`src/rtl/int_alu.sv`:
```
`timescale 1ns/1ps
module int_alu #(
  parameter int W  = 32,
  parameter int IW = 16
) (
  input  logic          clk,
  input  logic          rst_n,
  input  logic [5:0]    op_sel,
  input  logic [W-1:0]  opnd_a,
  input  logic [W-1:0]  opnd_b,
  input  logic [IW-1:0] imm,
  input  logic          flag_we,
  output logic [W-1:0]  result,
  output logic          carry_next,
  output logic          flag_next,
  output logic          carry,
  output logic          flag
);
  localparam int SW = $clog2(W);
  localparam logic [5:0] OP_ADD = 6'd0, OP_ADDC = 6'd1, OP_ADDI = 6'd2, OP_SUB = 6'd3,
                         OP_AND = 6'd4, OP_OR = 6'd5, OP_XOR = 6'd6, OP_ANDI = 6'd7,
                         OP_ORI = 6'd8, OP_XORI = 6'd9, OP_SLL = 6'd10, OP_SRL = 6'd11,
                         OP_SRA = 6'd12, OP_SHI = 6'd13, OP_LUI = 6'd14;

  wire [W-1:0] imm_sx = {{(W-IW){imm[IW-1]}}, imm};
  wire [W-1:0] imm_zx = {{(W-IW){1'b0}}, imm};
  wire         is_cmp = op_sel[5];
  wire         is_add = (op_sel == OP_ADD) || (op_sel == OP_ADDC) || (op_sel == OP_ADDI);

  logic [W:0]   sum;
  logic [W-1:0] alu_res;

  always_comb begin
    sum     = '0;
    alu_res = '0;
    unique case (op_sel)
      OP_ADD:  sum = {1'b0, opnd_a} + {1'b0, opnd_b};
      OP_ADDC: sum = {1'b0, opnd_a} + {1'b0, opnd_b} + {{W{1'b0}}, carry};
      OP_ADDI: sum = {1'b0, opnd_a} + {1'b0, imm_sx};
      OP_SUB:  alu_res = opnd_a - opnd_b;
      OP_AND:  alu_res = opnd_a & opnd_b;
      OP_OR:   alu_res = opnd_a | opnd_b;
      OP_XOR:  alu_res = opnd_a ^ opnd_b;
      OP_ANDI: alu_res = opnd_a & imm_zx;
      OP_ORI:  alu_res = opnd_a | imm_zx;
      OP_XORI: alu_res = opnd_a ^ imm_sx;
      OP_SLL:  alu_res = opnd_a << opnd_b[SW-1:0];
      OP_SRL:  alu_res = opnd_a >> opnd_b[SW-1:0];
      OP_SRA:  alu_res = W'($signed(opnd_a) >>> opnd_b[SW-1:0]);
      OP_SHI: begin
        case (imm[7:6])
          2'b01:   alu_res = opnd_a >> imm[SW-1:0];
          2'b10:   alu_res = W'($signed(opnd_a) >>> imm[SW-1:0]);
          default: alu_res = opnd_a << imm[SW-1:0];
        endcase
      end
      OP_LUI:  alu_res = {imm, {(W-IW){1'b0}}};
      default: alu_res = '0;
    endcase
  end

  assign result = is_add ? sum[W-1:0] : alu_res;

  wire [W-1:0] cmp_b = op_sel[4] ? imm_sx : opnd_b;
  wire eq  = (opnd_a == cmp_b);
  wire ltu = (opnd_a < cmp_b);
  wire lts = ($signed(opnd_a) < $signed(cmp_b));
  logic cond;

  always_comb begin
    case (op_sel[3:0])
      4'd0:    cond = eq;
      4'd1:    cond = !eq;
      4'd2:    cond = !ltu && !eq;
      4'd3:    cond = !ltu;
      4'd4:    cond = ltu;
      4'd5:    cond = ltu || eq;
      4'd10:   cond = !lts && !eq;
      4'd11:   cond = !lts;
      4'd12:   cond = lts;
      4'd13:   cond = lts || eq;
      default: cond = 1'b0;
    endcase
  end

  assign carry_next = is_add ? sum[W] : carry;
  assign flag_next  = is_cmp ? cond : flag;

  always_ff @(posedge clk or negedge rst_n) begin
    if (!rst_n) begin
      carry <= 1'b0;
      flag  <= 1'b0;
    end else begin
      if (flag_we && is_add) carry <= carry_next;
      if (flag_we && is_cmp) flag  <= flag_next;
    end
  end
endmodule

```
`config.mk`:
```
export PLATFORM = sky130hd
export DESIGN_NAME = int_alu
export DESIGN_NICKNAME = d
export VERILOG_FILES = /design/src/rtl/int_alu.sv
export SDC_FILE = /design/constraint.sdc
export NUM_CORES = 1
export LEC_CHECK = 0
export BUFFER_PORTS_ARGS = -buffer_cell sky130_fd_sc_hd__buf_2
export CORE_MARGIN = 1.5
export CORE_UTILIZATION = 38
export CTS_BUF_LIST = sky130_fd_sc_hd__clkbuf_4 sky130_fd_sc_hd__clkbuf_8
export CTS_CLUSTER_DIAMETER = 200
export CTS_CLUSTER_SIZE = 12
export DETAILED_ROUTE_END_ITERATION = 10
export PLACE_DENSITY = 0.58
export SLEW_MARGIN = 5
export SYNTH_ARGS = -nofsm -noshare
export SYNTH_HDL_FRONTEND = slang
export SYNTH_SLANG_ARGS = --single-unit
```
`constraint.sdc`:
```
create_clock -name clk -period 8 [get_ports clk]
set_input_delay 0.8 -clock clk [delete_from_list [all_inputs] [get_ports clk]]
set_output_delay 0.8 -clock clk [all_outputs]
set_load 0.01 [all_outputs]
```
==> flow_summary.yaml, run 1 <==
setup_path:
  crit_fanout: 48
  regToRegSetupSlack_ps: 4760
  arrival_ps: 5950
  cp.required_ps: 7200
  critical_path_class: "primary input to primary output"
  crit_path_start_kind: "primary input"
  crit_path_end_kind: "primary output"
yosys:
  syn_area_per_cell_um2: 6.75
  synthesis.area_mm2: 0.0174
  synth_edf_count: 0
  async_reset_ff_share_pct: 100
  syn-num-nets: 2851
  synth.distinct_cells: 95
  synthCells: 2578
  yosysWarningCount: 0
  ys_seq_area_share_pct: 0.288
  ys.flop_type: "dfrtp_1"
  ys_ff_latch: 2
job:
  maxCapViolations: 0
pwr:
  leakage_nw: 7.76
  pwr-share-seq_pct: 1.2
  switching_share_pct: 64.7
  ir_drop_mv: 0.137
  switching_power_w: 0.000981
  internal_power_w: 0.000535
  power_density_mw_per_mm2: 82.7
  comb_power_share_pct: 96.0
  p_clk_share_pct: 2.8
detailed_routing:
  drc_errors: 0
  viasPerCell: 6.97
  routed_wl_um: 99700
  wl_per_cell_um: 31.7
  drtIter0Drc: 3475
  antenna_left: 0
  via_count: 21900
  firstDrtPassIters: 9
clocking:
  clk_pin_slew_worst_paths_ps: 30
  clk_latency_ps: 220
  cts_buffers: 3
  cts_hold_buf: 0
  cts_resized: 0
  tritoncts: "built"
  cts_root_buf: "clkbuf_8"
  cts.sinks: 2
  cts_htree_levels: 1
  cts_max_path_buffers: 2
  cts_setup_buffers: 0
floorplan:
  die-height_um: 217
  die_width_um: 217
  fp.dieArea_mm2: 0.0471
  ios: 125
  initial_core_util_pct: 38.4
  rows: 78
  core_mm2: 0.0453
sta:
  hold_viol_final: 0
  finalCritPeriodShare_pct: 84.3
  max-slew-margin-rel_pct: 18.5
  setup_violations: 0
  rsz0062_at_grt: "false"
  clock_skew_ps: 0
  timing.hold.ws_ps: 355
  max_freq_mhz: 148
  setup_slack_ps: 1250
  worst_slew_pin_slew_ps: 1210
  finalMaxSlewViolations: 0
  fin_crit_ps: 6750
  fin_tns_setup_ps: 0
cells_and_area:
  area_growth_pct: 5.41
  drive_gt1_share_pct: 11.4
  final_common_cell: "nor2_1"
  fin_area_mm2: 0.0183
  nets: 2815
  layout_common_cells: "nor2_1, o21ai_0, a21oi_1"
global_route:
  grt.total_usage_pct: 40.9
  grt_max_degree: 67
  antenna_found_initial: 13
  grt_pass1_vias: 20500
  overflow: 0
  grt_pass1_wl_um: 143000
placement:
  placed_area_mm2: 0.0183
  port_buffers: 124
  routabilityCongestion: 1.05
  dp_hpwl_um: 79400
  pre_cts_ws_ps: 1490
hold_path:
  min_path_type: "primary input to async pin"
run_status:
  status: "complete, no violations"
[registers in the layout, indices dropped and copies added, names as in the netlist]
name	flops
carry	1
flag	1
[per-layer routing]
layer  part of all wire (%)  track usage (%)  wire (um)
met2                     44             64.8      44000
met3                     10             6.69      10100
met4                    6.0             20.3       5960
met1                     40             53.5      39500
met5                   0.11                0        114
[path summary, 6_finish.rpt]
| path | end | from | depth (start not counted) |
|---|---|---|---|
| setup / recovery | result[16] | imm[2] | 17 |
| hold / removal | carry$_DFFE_PN0P_ | rst_n | 1 |
| setup reg to reg | carry$_DFFE_PN0P_ | carry$_DFFE_PN0P_ | 9 |
| hold reg to reg | flag$_DFFE_PN0P_ | flag$_DFFE_PN0P_ | 1 |
| max in group asynchronous | flag$_DFFE_PN0P_ | rst_n | 1 |
| min in group clk | flag$_DFFE_PN0P_ | flag$_DFFE_PN0P_ | 1 |
[power by group through the flow]
| stage | combinational, W | clock, W | sequential [W] |
|---|---|---|---|
| floorplan | 0.000927 | 0 | 0.0000142 |
| global placement | 0.00139 | 0 | 0.0000173 |
| detailed placement | 0.00139 | 0 | 0.0000173 |
| CTS | 0.00140 | 0.0000434 | 0.0000172 |
| global route | 0.00153 | 0.0000440 | 0.0000177 |
| finish | 0.00146 | 0.0000429 | 0.0000174 |
[cells in the mapped netlist (9+ instances only)]
cell type,instances,area share [%]
buf_2,21,0.60
mux2i_1,144,8.3
o211ai_1,35,1.5
o21bai_1,21,0.91
ha_1,181,13
nor3_1,46,1.3
mux4_2,59,7.6
a31oi_1,10,0.36
or3_1,28,1.0
nor2_1,300,6.5
a211oi_1,36,1.6
buf_4,9,0.39
o221ai_1,19,0.96
a211o_1,31,1.6
buf_1,33,0.71
a21o_1,47,2.0
xor2_1,30,1.5
mux2_2,12,0.78
a221oi_1,37,1.9
clkbuf_1,153,3.3
a22oi_1,25,1.1
and2_1,11,0.40
nand2_1,221,4.8
nand4_1,22,0.79
nor2b_1,17,0.61
o31ai_1,20,0.86
o21a_1,24,1.0
and3_1,15,0.54
o22ai_1,28,1.0
nand3_1,55,1.6
inv_1,116,2.5
xnor2_1,94,4.7
a21oi_1,222,6.4
nand2b_1,31,1.1
o2111ai_1,21,1.1
o21ai_0,244,7.0
[critical path, stage by stage]
cell and delay [ps]:
buf_2 140, inv_2 50, buf_4 550, ha_1 400, nor2b_1 160, o31ai_1 460
a21oi_1 260, nor2_1 320, o21ai_0 460, buf_4 340, a21o_1 180, a21oi_1 220
xor2_1 170, nor2_1 120, nor4b_1 740, o221ai_1 330, buf_2 230
[metrics by stage]
stage / utilization (%) / total power [W] / std cells
floorplan: - / 0.000941 / 2578
global placement: 40.4 / 0.00141 / 3137
detailed placement: 40.4 / 0.00141 / 3137
CTS: 40.5 / 0.00146 / 3140
global route: 40.5 / 0.00159 / 3141
finish: 40.5 / 0.00152 / 3143
[cells by family after synthesis]
family	share of synthesized area [%]
xor gates and xnor gates	6.33
adders and majority gates	13.4
and+or+nand+nor	21.0
AOI/OAI and AO/OA	34.5
DFF	0.288
buffers and inverters	7.79
muxes	16.7
[area by class of cell]
class	count	area, um^2
fill	4889	26900
multi-input combinational	2233	16000
timing repair buffer	176	1020
tap	600	751
inverter	126	473
sequential	2	50.0
clock buffer	3	41.3
antenna	3	7.51
No activity file was read; power rests on OpenSTA's default activity.
==> run 2: changes to the inputs <==
Clock period 8 ns to 7.1 ns, I/O delays scaled along.
==> run 2 against run 1 <==
Combinational power up 13%. Non-clock buffer count increased by 17. Clock skew stayed put. Register-to-register slack lost 1000 ps. Flip-flop and latch count unchanged. Wire length down 0.26%. Global-route usage barely moved. Final cell count is 0.60% higher. First-iteration DRC count is 0.14% lower. Sequential share of layout area barely moved. Final area is 0.72% higher. Utilization grew 0.29 points. Critical endpoint is now carry_next. Largest power group unchanged.
==> flow_summary.yaml, run 2 (synthesized netlist as in run 1, its figures left out) <==
detailed_routing:
  wl_per_cell_um: 31.4
  via_count: 21800
  routed_wl_um: 99400
  firstDrtPassIters: 8
  antenna_left: 0
  drc_errors: 0
  drtIter0Drc: 3470
  viasPerCell: 6.90
clocking:
  tritoncts: "built"
  clk_pin_slew_worst_paths_ps: 30
  cts_root_buf: "clkbuf_8"
  clk_latency_ps: 220
  cts_max_path_buffers: 2
  cts_buffers: 3
  cts.sinks: 2
  cts_resized: 0
  cts_setup_buffers: 0
  cts_hold_buf: 0
  cts_htree_levels: 1
floorplan:
  fp.dieArea_mm2: 0.0471
  core_mm2: 0.0453
  ios: 125
  die_width_um: 217
  die-height_um: 217
  initial_core_util_pct: 38.4
  rows: 78
cells_and_area:
  fin_area_mm2: 0.0185
  fillCellCount: 4950
  nets: 2832
  final_common_cell: "nor2_1"
  reg_top3: "carry (1), flag (1)"
  layout_common_cells: "nor2_1, o21ai_0, a21oi_1"
  drive_gt1_share_pct: 12.0
  area_growth_pct: 6.17
sta:
  max-slew-margin-rel_pct: 18.6
  setup_violations: 0
  fin_crit_ps: 6230
  hold_viol_final: 0
  rsz0062_at_grt: "false"
  finalCritPeriodShare_pct: 87.8
  fin_tns_setup_ps: 0
  finalMaxSlewViolations: 0
  clock_skew_ps: 0
  worst_slew_pin_slew_ps: 1190
  max_freq_mhz: 160
  timing.hold.ws_ps: 268
run_status:
  status: "complete, no violations"
global_route:
  overflow: 0
  grt_pass1_vias: 20300
  grt.total_usage_pct: 40.9
  grt_pass1_wl_um: 143000
  grt_max_degree: 69
  antenna_found_initial: 5
placement:
  dp_hpwl_um: 80000
  routabilityCongestion: 1.05
  placed_area_mm2: 0.0184
  port_buffers: 124
pwr:
  p_total_w: 0.00172
  power_density_mw_per_mm2: 92.9
  ir_drop_mv: 0.109
  leakage_nw: 7.84
setup_path:
  critical_path_class: "primary input to primary output"
  cp.required_ps: 6390
  crit_fanout: 16
  arrival_ps: 5520
  crit_path_end_kind: "primary output"
  crit_path_start_kind: "primary input"
job:
  maxCapViolations: 0
hold_path:
  min_path_type: "primary input to async pin"
==> run 2: changes by cell type in the layout (fill, tap and decap cells not counted), sizes merged <==
cell / before / now
diode: 3 / 5
buf: 176 / 193
==> run 2: critical path, stage by stage <==
cell and delay, ps:
buf_2 360, inv_1 160, ha_1 670, and3_1 400
nand3_1 130, o21ai_1 430, a311oi_1 210, a211oi_2 420
o211ai_1 300, nor4b_4 510, nand2_1 240, nor4b_2 300
mux2i_1 390, nand3_1 120, buf_2 160
==> run 2: worst paths after layout <==
path                                        start                end  cells after the start  slack, ps
max in group asynchronous                   rst_n   flag$_DFFE_PN0P_                      1       6730
worst min-delay path                        rst_n  carry$_DFFE_PN0P_                      1        270
worst min register to register   flag$_DFFE_PN0P_   flag$_DFFE_PN0P_                      1        530
min in group clk                 flag$_DFFE_PN0P_   flag$_DFFE_PN0P_                      1        530
worst max register to register  carry$_DFFE_PN0P_  carry$_DFFE_PN0P_                      9       3730
worst max-delay path                    opnd_a[7]         carry_next                     15        870
==> run 2: layout make-up <==
class                           instances  area, um^2  area share [%]
Antenna cell                            5        12.5          0.0677
Clock buffer                            3        41.3           0.224
Inverter                              126         473            2.56
Multi-Input combinational cell       2233       16000            86.6
Sequential cell                         2        50.0           0.271
Tap cell                              600         751            4.06
Timing Repair Buffer                  193        1150            6.20
==> run 2: routing by layer <==
metal	share of wire [%]	GRT usage (%)	up-vias
li1	-	-	9534
met4	6.0	19.7	2
met3	9.9	6.29	271
met2	44	64.7	1435
met1	40	54.2	10600
met5	0.011	0	-
==> run 2: through the flow <==
step	worst slack, ps	instances	utilization, %
final	867	3162	40.8
after global placement	1040	3154	40.7
after global routing	490	3158	40.8
after detailed placement	942	3154	40.7
after CTS	938	3157	40.8
after floorplan	1440	2578	-
==> run 2: power breakdown <==
group          leakage, nW   total, W  internal [W]  switching (W)
logic                 7.79    0.00165      0.000563        0.00109
registers           0.0258  0.0000198     0.0000133     0.00000653
clock network       0.0216  0.0000476     0.0000361      0.0000116
